==> config.mk <==
export PLATFORM = sky130hd
export DESIGN_NAME = sector_ecc
export DESIGN_NICKNAME = d
export VERILOG_FILES = /design/src/rtl/ecc_pkg.sv /design/src/rtl/ecc_sector_acc.sv /design/src/rtl/ecc_syndrome.sv /design/src/rtl/sector_ecc.sv
export SDC_FILE = /design/constraint.sdc
export NUM_CORES = 1
export LEC_CHECK = 0
export BUFFER_PORTS_ARGS = -buffer_cell sky130_fd_sc_hd__buf_2
export CAP_MARGIN = 20
export CORE_UTILIZATION = 40
export CTS_CLUSTER_DIAMETER = 80
export DETAILED_ROUTE_END_ITERATION = 8
export PLACE_DENSITY_LB_ADDON = 0.2
export SYNTH_ARGS = -nofsm -noshare
export SYNTH_HDL_FRONTEND = slang
export SYNTH_HIERARCHICAL = 1
export SYNTH_SLANG_ARGS = --single-unit
==> constraint.sdc <==
create_clock -name clk -period 4.27 [get_ports clk]
set_input_delay 0.854 -clock clk [delete_from_list [all_inputs] [get_ports clk]]
set_output_delay 0.854 -clock clk [all_outputs]
set_load 0.02 [all_outputs]
==> src/rtl/ecc_pkg.sv <==
package ecc_pkg;

    typedef enum logic [2:0] {
        S_IDLE  = 3'd0,
        S_DATA  = 3'd1,
        S_CODE  = 3'd2,
        S_CHECK = 3'd3,
        S_DONE  = 3'd4
    } ecc_state_e;

    typedef enum logic [1:0] {
        ST_CLEAN   = 2'd0,
        ST_FIXABLE = 2'd1,
        ST_FATAL   = 2'd2
    } ecc_status_e;

    localparam int BIT_IDX_W = 3;

endpackage

==> src/rtl/ecc_sector_acc.sv <==
module ecc_sector_acc #(
    parameter int IDX_W  = 9,
    parameter int CODE_W = 2 * IDX_W + 6
) (
    input  logic              clk,
    input  logic              rst_n,
    input  logic              en,
    input  logic              restart,
    input  logic [7:0]        data,
    output logic [CODE_W-1:0] code_fin,
    output logic              at_end
);
    logic [IDX_W-1:0] lp_hi_q, lp_lo_q, idx_q;
    logic [7:0]       col_q;
    logic [IDX_W-1:0] lp_hi_n, lp_lo_n, idx_cur;
    logic [7:0]       col_n;
    logic [2:0]       cp_hi, cp_lo;
    logic             bpar;

    always_comb begin
        idx_cur = restart ? '0 : idx_q;
        bpar    = ^data;
        for (int k = 0; k < IDX_W; k++) begin
            lp_hi_n[k] = (restart ? 1'b0 : lp_hi_q[k]) ^ (bpar & idx_cur[k]);
            lp_lo_n[k] = (restart ? 1'b0 : lp_lo_q[k]) ^ (bpar & ~idx_cur[k]);
        end
        col_n = (restart ? 8'h00 : col_q) ^ data;
        for (int k = 0; k < 3; k++) begin
            cp_hi[k] = 1'b0;
            cp_lo[k] = 1'b0;
            for (int b = 0; b < 8; b++) begin
                if (((b >> k) & 1) == 1) cp_hi[k] = cp_hi[k] ^ col_n[b];
                else                      cp_lo[k] = cp_lo[k] ^ col_n[b];
            end
        end
        code_fin = {cp_lo, cp_hi, lp_lo_n, lp_hi_n};
        at_end   = (idx_cur == '1);
    end

    always_ff @(posedge clk) begin
        if (!rst_n) begin
            lp_hi_q <= '0;
            lp_lo_q <= '0;
            col_q   <= '0;
            idx_q   <= '0;
        end else if (en) begin
            if (at_end) begin
                lp_hi_q <= '0;
                lp_lo_q <= '0;
                col_q   <= '0;
                idx_q   <= '0;
            end else begin
                lp_hi_q <= lp_hi_n;
                lp_lo_q <= lp_lo_n;
                col_q   <= col_n;
                idx_q   <= idx_cur + IDX_W'(1);
            end
        end
    end
endmodule

==> src/rtl/ecc_syndrome.sv <==
module ecc_syndrome #(
    parameter int IDX_W  = 9,
    parameter int CODE_W = 2 * IDX_W + 6
) (
    input  logic [CODE_W-1:0] calc,
    input  logic [CODE_W-1:0] stored,
    output logic [1:0]        status,
    output logic [IDX_W-1:0]  byte_pos,
    output logic [2:0]        bit_pos
);
    import ecc_pkg::*;
    logic [CODE_W-1:0] syn;
    logic [IDX_W-1:0]  line_pair;
    logic [2:0]        col_pair;

    always_comb begin
        syn       = calc ^ stored;
        line_pair = syn[IDX_W-1:0] ^ syn[2*IDX_W-1:IDX_W];
        col_pair  = syn[2*IDX_W+2:2*IDX_W] ^ syn[2*IDX_W+5:2*IDX_W+3];
        byte_pos  = '0;
        bit_pos   = '0;
        if (syn == '0) begin
            status = ST_CLEAN;
        end else if ((&line_pair) && (&col_pair)) begin
            status   = ST_FIXABLE;
            byte_pos = syn[IDX_W-1:0];
            bit_pos  = syn[2*IDX_W+2:2*IDX_W];
        end else begin
            status = ST_FATAL;
        end
    end
endmodule

==> src/rtl/sector_ecc.sv <==
module sector_ecc #(
    parameter int SECT_BYTES = 512,
    parameter int MAX_SECT   = 4
) (
    input  logic                                 clk,
    input  logic                                 rst_n,
    input  logic                                 in_valid,
    input  logic [7:0]                           in_data,
    input  logic [$clog2(SECT_BYTES)-1:0]        in_addr_lo,
    input  logic                                 in_read,
    input  logic                                 in_last,
    output logic                                 done,
    output logic [$clog2(MAX_SECT+1)-1:0]        sect_cnt,
    output logic [MAX_SECT*(2*$clog2(SECT_BYTES)+6)-1:0] code_out,
    output logic [MAX_SECT*2-1:0]                stat_out,
    output logic [MAX_SECT*$clog2(SECT_BYTES)-1:0] err_byte_out,
    output logic [MAX_SECT*3-1:0]                err_bit_out
);
    import ecc_pkg::*;

    localparam int IDX_W      = $clog2(SECT_BYTES);
    localparam int CODE_W     = 2 * IDX_W + 6;
    localparam int CODE_BYTES = (CODE_W + 7) / 8;
    localparam int CNT_W      = $clog2(MAX_SECT + 1);
    localparam int SLOT_W     = (MAX_SECT > 1) ? $clog2(MAX_SECT) : 1;
    localparam int CB_W       = (CODE_BYTES > 1) ? $clog2(CODE_BYTES) : 1;
    localparam logic [CNT_W-1:0] LAST_SLOT = CNT_W'(MAX_SECT - 1);
    localparam logic [CB_W-1:0]  LAST_CB   = CB_W'(CODE_BYTES - 1);

    ecc_state_e state, state_nx;
    logic                    dir_rd;
    logic [CNT_W-1:0]        sect_q, cb_sect;
    logic [CB_W-1:0]         cb_byte;
    logic [CODE_W-1:0]       code_q  [MAX_SECT];
    logic [CODE_BYTES*8-1:0] rdc_q   [MAX_SECT];
    logic [1:0]              stat_q  [MAX_SECT];
    logic [IDX_W-1:0]        ebyte_q [MAX_SECT];
    logic [2:0]              ebit_q  [MAX_SECT];
    logic [1:0]              syn_st  [MAX_SECT];
    logic [IDX_W-1:0]        syn_by  [MAX_SECT];
    logic [2:0]              syn_bi  [MAX_SECT];

    logic              start, acc_en, at_end, sect_close, data_end, code_last;
    logic [CODE_W-1:0] code_fin;

    assign start      = in_valid && (in_addr_lo == '0) &&
                        (state == S_IDLE || state == S_DONE);
    assign acc_en     = start || (in_valid && state == S_DATA);
    assign sect_close = in_valid && (state == S_DATA) && at_end;
    assign data_end   = sect_close && (in_last || sect_q == LAST_SLOT);
    assign code_last  = in_valid && (state == S_CODE) && (cb_byte == LAST_CB) &&
                        (cb_sect == sect_q - CNT_W'(1));

    ecc_sector_acc #(.IDX_W(IDX_W), .CODE_W(CODE_W)) u_acc (
        .clk(clk), .rst_n(rst_n), .en(acc_en), .restart(start),
        .data(in_data), .code_fin(code_fin), .at_end(at_end)
    );

    for (genvar s = 0; s < MAX_SECT; s++) begin : g_slot
        ecc_syndrome #(.IDX_W(IDX_W), .CODE_W(CODE_W)) u_syn (
            .calc(code_q[s]), .stored(rdc_q[s][CODE_W-1:0]),
            .status(syn_st[s]), .byte_pos(syn_by[s]), .bit_pos(syn_bi[s])
        );
        assign code_out[s*CODE_W +: CODE_W]   = code_q[s];
        assign stat_out[s*2 +: 2]             = stat_q[s];
        assign err_byte_out[s*IDX_W +: IDX_W] = ebyte_q[s];
        assign err_bit_out[s*3 +: 3]          = ebit_q[s];
    end

    assign done     = (state == S_DONE);
    assign sect_cnt = sect_q;

    always_ff @(posedge clk) begin
        if (!rst_n) state <= S_IDLE;
        else        state <= state_nx;
    end

    always_comb begin
        state_nx = state;
        unique case (state)
            S_IDLE:  if (start) state_nx = S_DATA;
            S_DATA:  if (data_end) state_nx = dir_rd ? S_CODE : S_DONE;
            S_CODE:  if (code_last) state_nx = S_CHECK;
            S_CHECK: state_nx = S_DONE;
            S_DONE:  if (start) state_nx = S_DATA;
            default: state_nx = S_IDLE;
        endcase
    end

    always_ff @(posedge clk) begin
        if (!rst_n) begin
            dir_rd  <= 1'b0;
            sect_q  <= '0;
            cb_sect <= '0;
            cb_byte <= '0;
            for (int s = 0; s < MAX_SECT; s++) begin
                code_q[s]  <= '0;
                rdc_q[s]   <= '0;
                stat_q[s]  <= '0;
                ebyte_q[s] <= '0;
                ebit_q[s]  <= '0;
            end
        end else begin
            if (start) begin
                dir_rd  <= in_read;
                sect_q  <= '0;
                cb_sect <= '0;
                cb_byte <= '0;
                for (int s = 0; s < MAX_SECT; s++) begin
                    code_q[s]  <= '0;
                    rdc_q[s]   <= '0;
                    stat_q[s]  <= '0;
                    ebyte_q[s] <= '0;
                    ebit_q[s]  <= '0;
                end
            end
            if (sect_close) begin
                code_q[sect_q[SLOT_W-1:0]] <= code_fin;
                sect_q <= sect_q + CNT_W'(1);
            end
            if (in_valid && state == S_CODE) begin
                rdc_q[cb_sect[SLOT_W-1:0]][{cb_byte, 3'b000} +: 8] <= in_data;
                if (cb_byte == LAST_CB) begin
                    cb_byte <= '0;
                    cb_sect <= cb_sect + CNT_W'(1);
                end else begin
                    cb_byte <= cb_byte + CB_W'(1);
                end
            end
            if (state == S_CHECK) begin
                for (int s = 0; s < MAX_SECT; s++) begin
                    if (CNT_W'(s) < sect_q) begin
                        stat_q[s]  <= syn_st[s];
                        ebyte_q[s] <= syn_by[s];
                        ebit_q[s]  <= syn_bi[s];
                    end
                end
            end
        end
    end
endmodule

==> impl_metrics.ini <==
[timing]
fin_worst_skew_ns = 0.01460
setup_viol = 0
max_freq_ghz = 0.3193
finalHoldViolations = 0
rsz0062_at_grt = no
period_needed_ns = 3.132
final.setup.tns_ns = 0
hold_slack_ns = 0.4652
worstMarginPinSlew_ns = 1.234
slew_headroom_pct = 16.88
slew_violations = 0
fin_crit_sh_pct = 73.34

[routing]
drt-pass1-iter-count = 7
drt_iter0_drc = 1039
wl_um = 44890
avgViaCountPerCell = 5.486
wl_per_cell_um = 22.60
final_antenna_net_count = 0
drc = 34
num_vias = 10895

[layout]
fillers = 3327
antenna_cells = 0
nets = 1538
design_area_um2 = 17080
drive_above_1_share_pct = 20.07
fin_cells = 1986
area_growth_pct = 17.54

[pwr]
power_density_nw_per_um2 = 411.8
power_w = 0.007033
ir_drop_mv = 0.2360
leakage_nw = 6.477

[synthesis]
synth_edf_count = 234
ys_ff_latch = 295
synth_top_flop_cell = edfxtp_1
ys_top_cells_by_area = edfxtp_1 48%, xnor2_1 10%, dfxtp_1 8.4%
yosysWarningCount = 6
synth_seq_area_share_pct = 56.76
synthTopCellsByCount = 234 x edfxtp_1, 172 x xnor2_1, 171 x nor2_1, 103 x nand2_1, 102 x and3_1
synth_cells = 1312
syn_nets = 1350
synth_cell_type_count = 69
syn_area_um2 = 14530
synth_most_common_cell = edfxtp_1
synth_top_area_share_pct = 48.36
async_flop_share_pct = 0
syn_area_per_cell_um2 = 11.07
yosys.area.top_type = edfxtp_1

[outcome]
status = finished with violations
violations = DRC

[cts]
cts_hold_buf = 0
postCtsSetupBuffers = 0
numCtsBuffers = 34
cts.repair.resized = 0
cts_max_level = 2
max-clock-path-buffers = 3
cts.sinks = 295
root_buffer = clkbuf_16
tritoncts = yes
cts.clk_slew.worst_paths_ns = 0.06
clock_latency_ns = 0.52

[place]
place_congestion = 0.8625
post_dp_cell_area_um2 = 15980
place_inst = 1925
dp_hpwl_um = 32510
port_buffers = 177

[worst_setup_path]
startpoint = state[1]
critical_path_class = reg2reg
cp.arrival_ns = 3.50
worst-r2r-cell-count = 8
worstSetupStartpointType = flip-flop
endpoint_kind = flip-flop
required_ns = 4.64
crit_fanout = 33
reg2reg_from = state[1]

[floorplan]
die_height_um = 192.6
dieArea_um2 = 37090
ios = 178
die_w_um = 192.6
row_count = 69
initial_utilization_pct = 40.75
coreArea_um2 = 35660

[grt]
track_usage_pct = 23.93
grt_max_degree = 34
grt_pass1_wl_um = 63860
overflow = 0
antenna_found_initial = 2
first_global_vias = 10011

[worst_hold_path]
min_from = stat_q[2][0]
hold_class = reg2reg
whs_path_depth = 2

[run]
drv_cap = 0
==> cell usage in the layout (no fill, tap or decap), types with 4 or more instances in the layout <==
master and n:
a211oi_1 8, a21boi_0 6, a21oi_1 27, a31oi_1 8
a32oi_1 10, and2_1 49, and3_1 102, and3_2 9
buf_2 177, buf_4 39, clkbuf_1 9, clkbuf_16 36
clkinv_1 4, clkinv_2 5, dfxtp_1 61, edfxtp_1 234
ha_1 16, inv_1 29, nand2_1 103, nand2_2 7
nand3_1 44, nand4_1 28, nor2_1 171, nor2b_1 5
nor4_1 14, o21ai_0 33, o21ai_1 13, o22ai_1 4
o2bb2ai_1 8, o311ai_0 5, o31a_1 4, o41ai_1 5
or3_1 7, or4_1 6, xnor2_1 172, xor2_1 6
==> kinds of logic after synthesis <==
kind of cell               count (synthesis)  synth area share [%]
and+or+nand+nor                          573                 20.46
DFF                                      295                 56.76
xor gates and xnor gates                 183                 11.29
AOI/OAI and AO/OA                        145                 6.562
buffers and inverters                     96                 3.263
adders and majority gates                 16                 1.378
muxes                                      4                0.2842
==> layer usage <==
| metal | up-vias | wire length [µm] | global-route usage, % |
|---|---|---|---|
| met3 | 73 | 3410 | 3.019 |
| met2 | 471 | 20610 | 38.39 |
| li1 | 5055 | - | - |
| met1 | 5296 | 19530 | 33.47 |
| met5 | - | 0 | 0 |
| met4 | 0 | 1336 | 7.662 |
==> critical path, cell delays in order, from the launching register on <==
cell,delay (ns)
dfxtp_1,0.58
nor4_1,0.10
and4_1,0.28
buf_4,0.23
inv_1,0.12
buf_4,0.33
nand2_1,0.08
o21ai_0,0.95
and3_1,0.30
==> final cells by class <==
cell class                 count  area [µm²]  area share, %
multi-input combinational    921        5808          34.01
clock buffer                  47       962.2          5.634
clock inverter                14       136.4         0.7985
inverter                      29       108.9         0.6374
sequential                   295        8248          48.29
timing repair buffer         219        1239          7.253
tap                          461       576.8          3.377
==> path summary, 6_finish.rpt <==
path                            slack, ns      endpoint
worst max-delay path                 1.14  code_q[2][1]
worst min-delay path                 0.47  stat_q[2][0]
worst max register to register       1.14  code_q[2][1]
worst min register to register       0.47  stat_q[2][0]
==> power breakdown <==
group | switching (W) | internal [W] | total [W]
registers | 0.0000795 | 0.00320 | 0.00327
clock network | 0.00117 | 0.00171 | 0.00288
logic | 0.000600 | 0.000277 | 0.000877
total | 0.00185 | 0.00518 | 0.00703
==> sequential cells by signal (all words and copies together), names as in the netlist, 8 cells and up <==
signal,flops
code_q,96
ebit_q,12
ebyte_q,36
rdc_q,96
stat_q,8
u_acc/col_q,8
u_acc/idx_q,9
u_acc/lp_hi_q,9
u_acc/lp_lo_q,9
==> stage by stage <==
| step | utilization, % | setup slack [ns] |
|---|---|---|
| after global routing | 47.90 | 0.9130 |
| after CTS | 47.90 | 1.206 |
| after global placement | 44.82 | 0.8081 |
| after detailed placement | 44.82 | 0.6836 |
| after floorplan | - | 0.5152 |
| final | 47.90 | 1.138 |
Note: power is estimated with default switching activity, not from simulation.
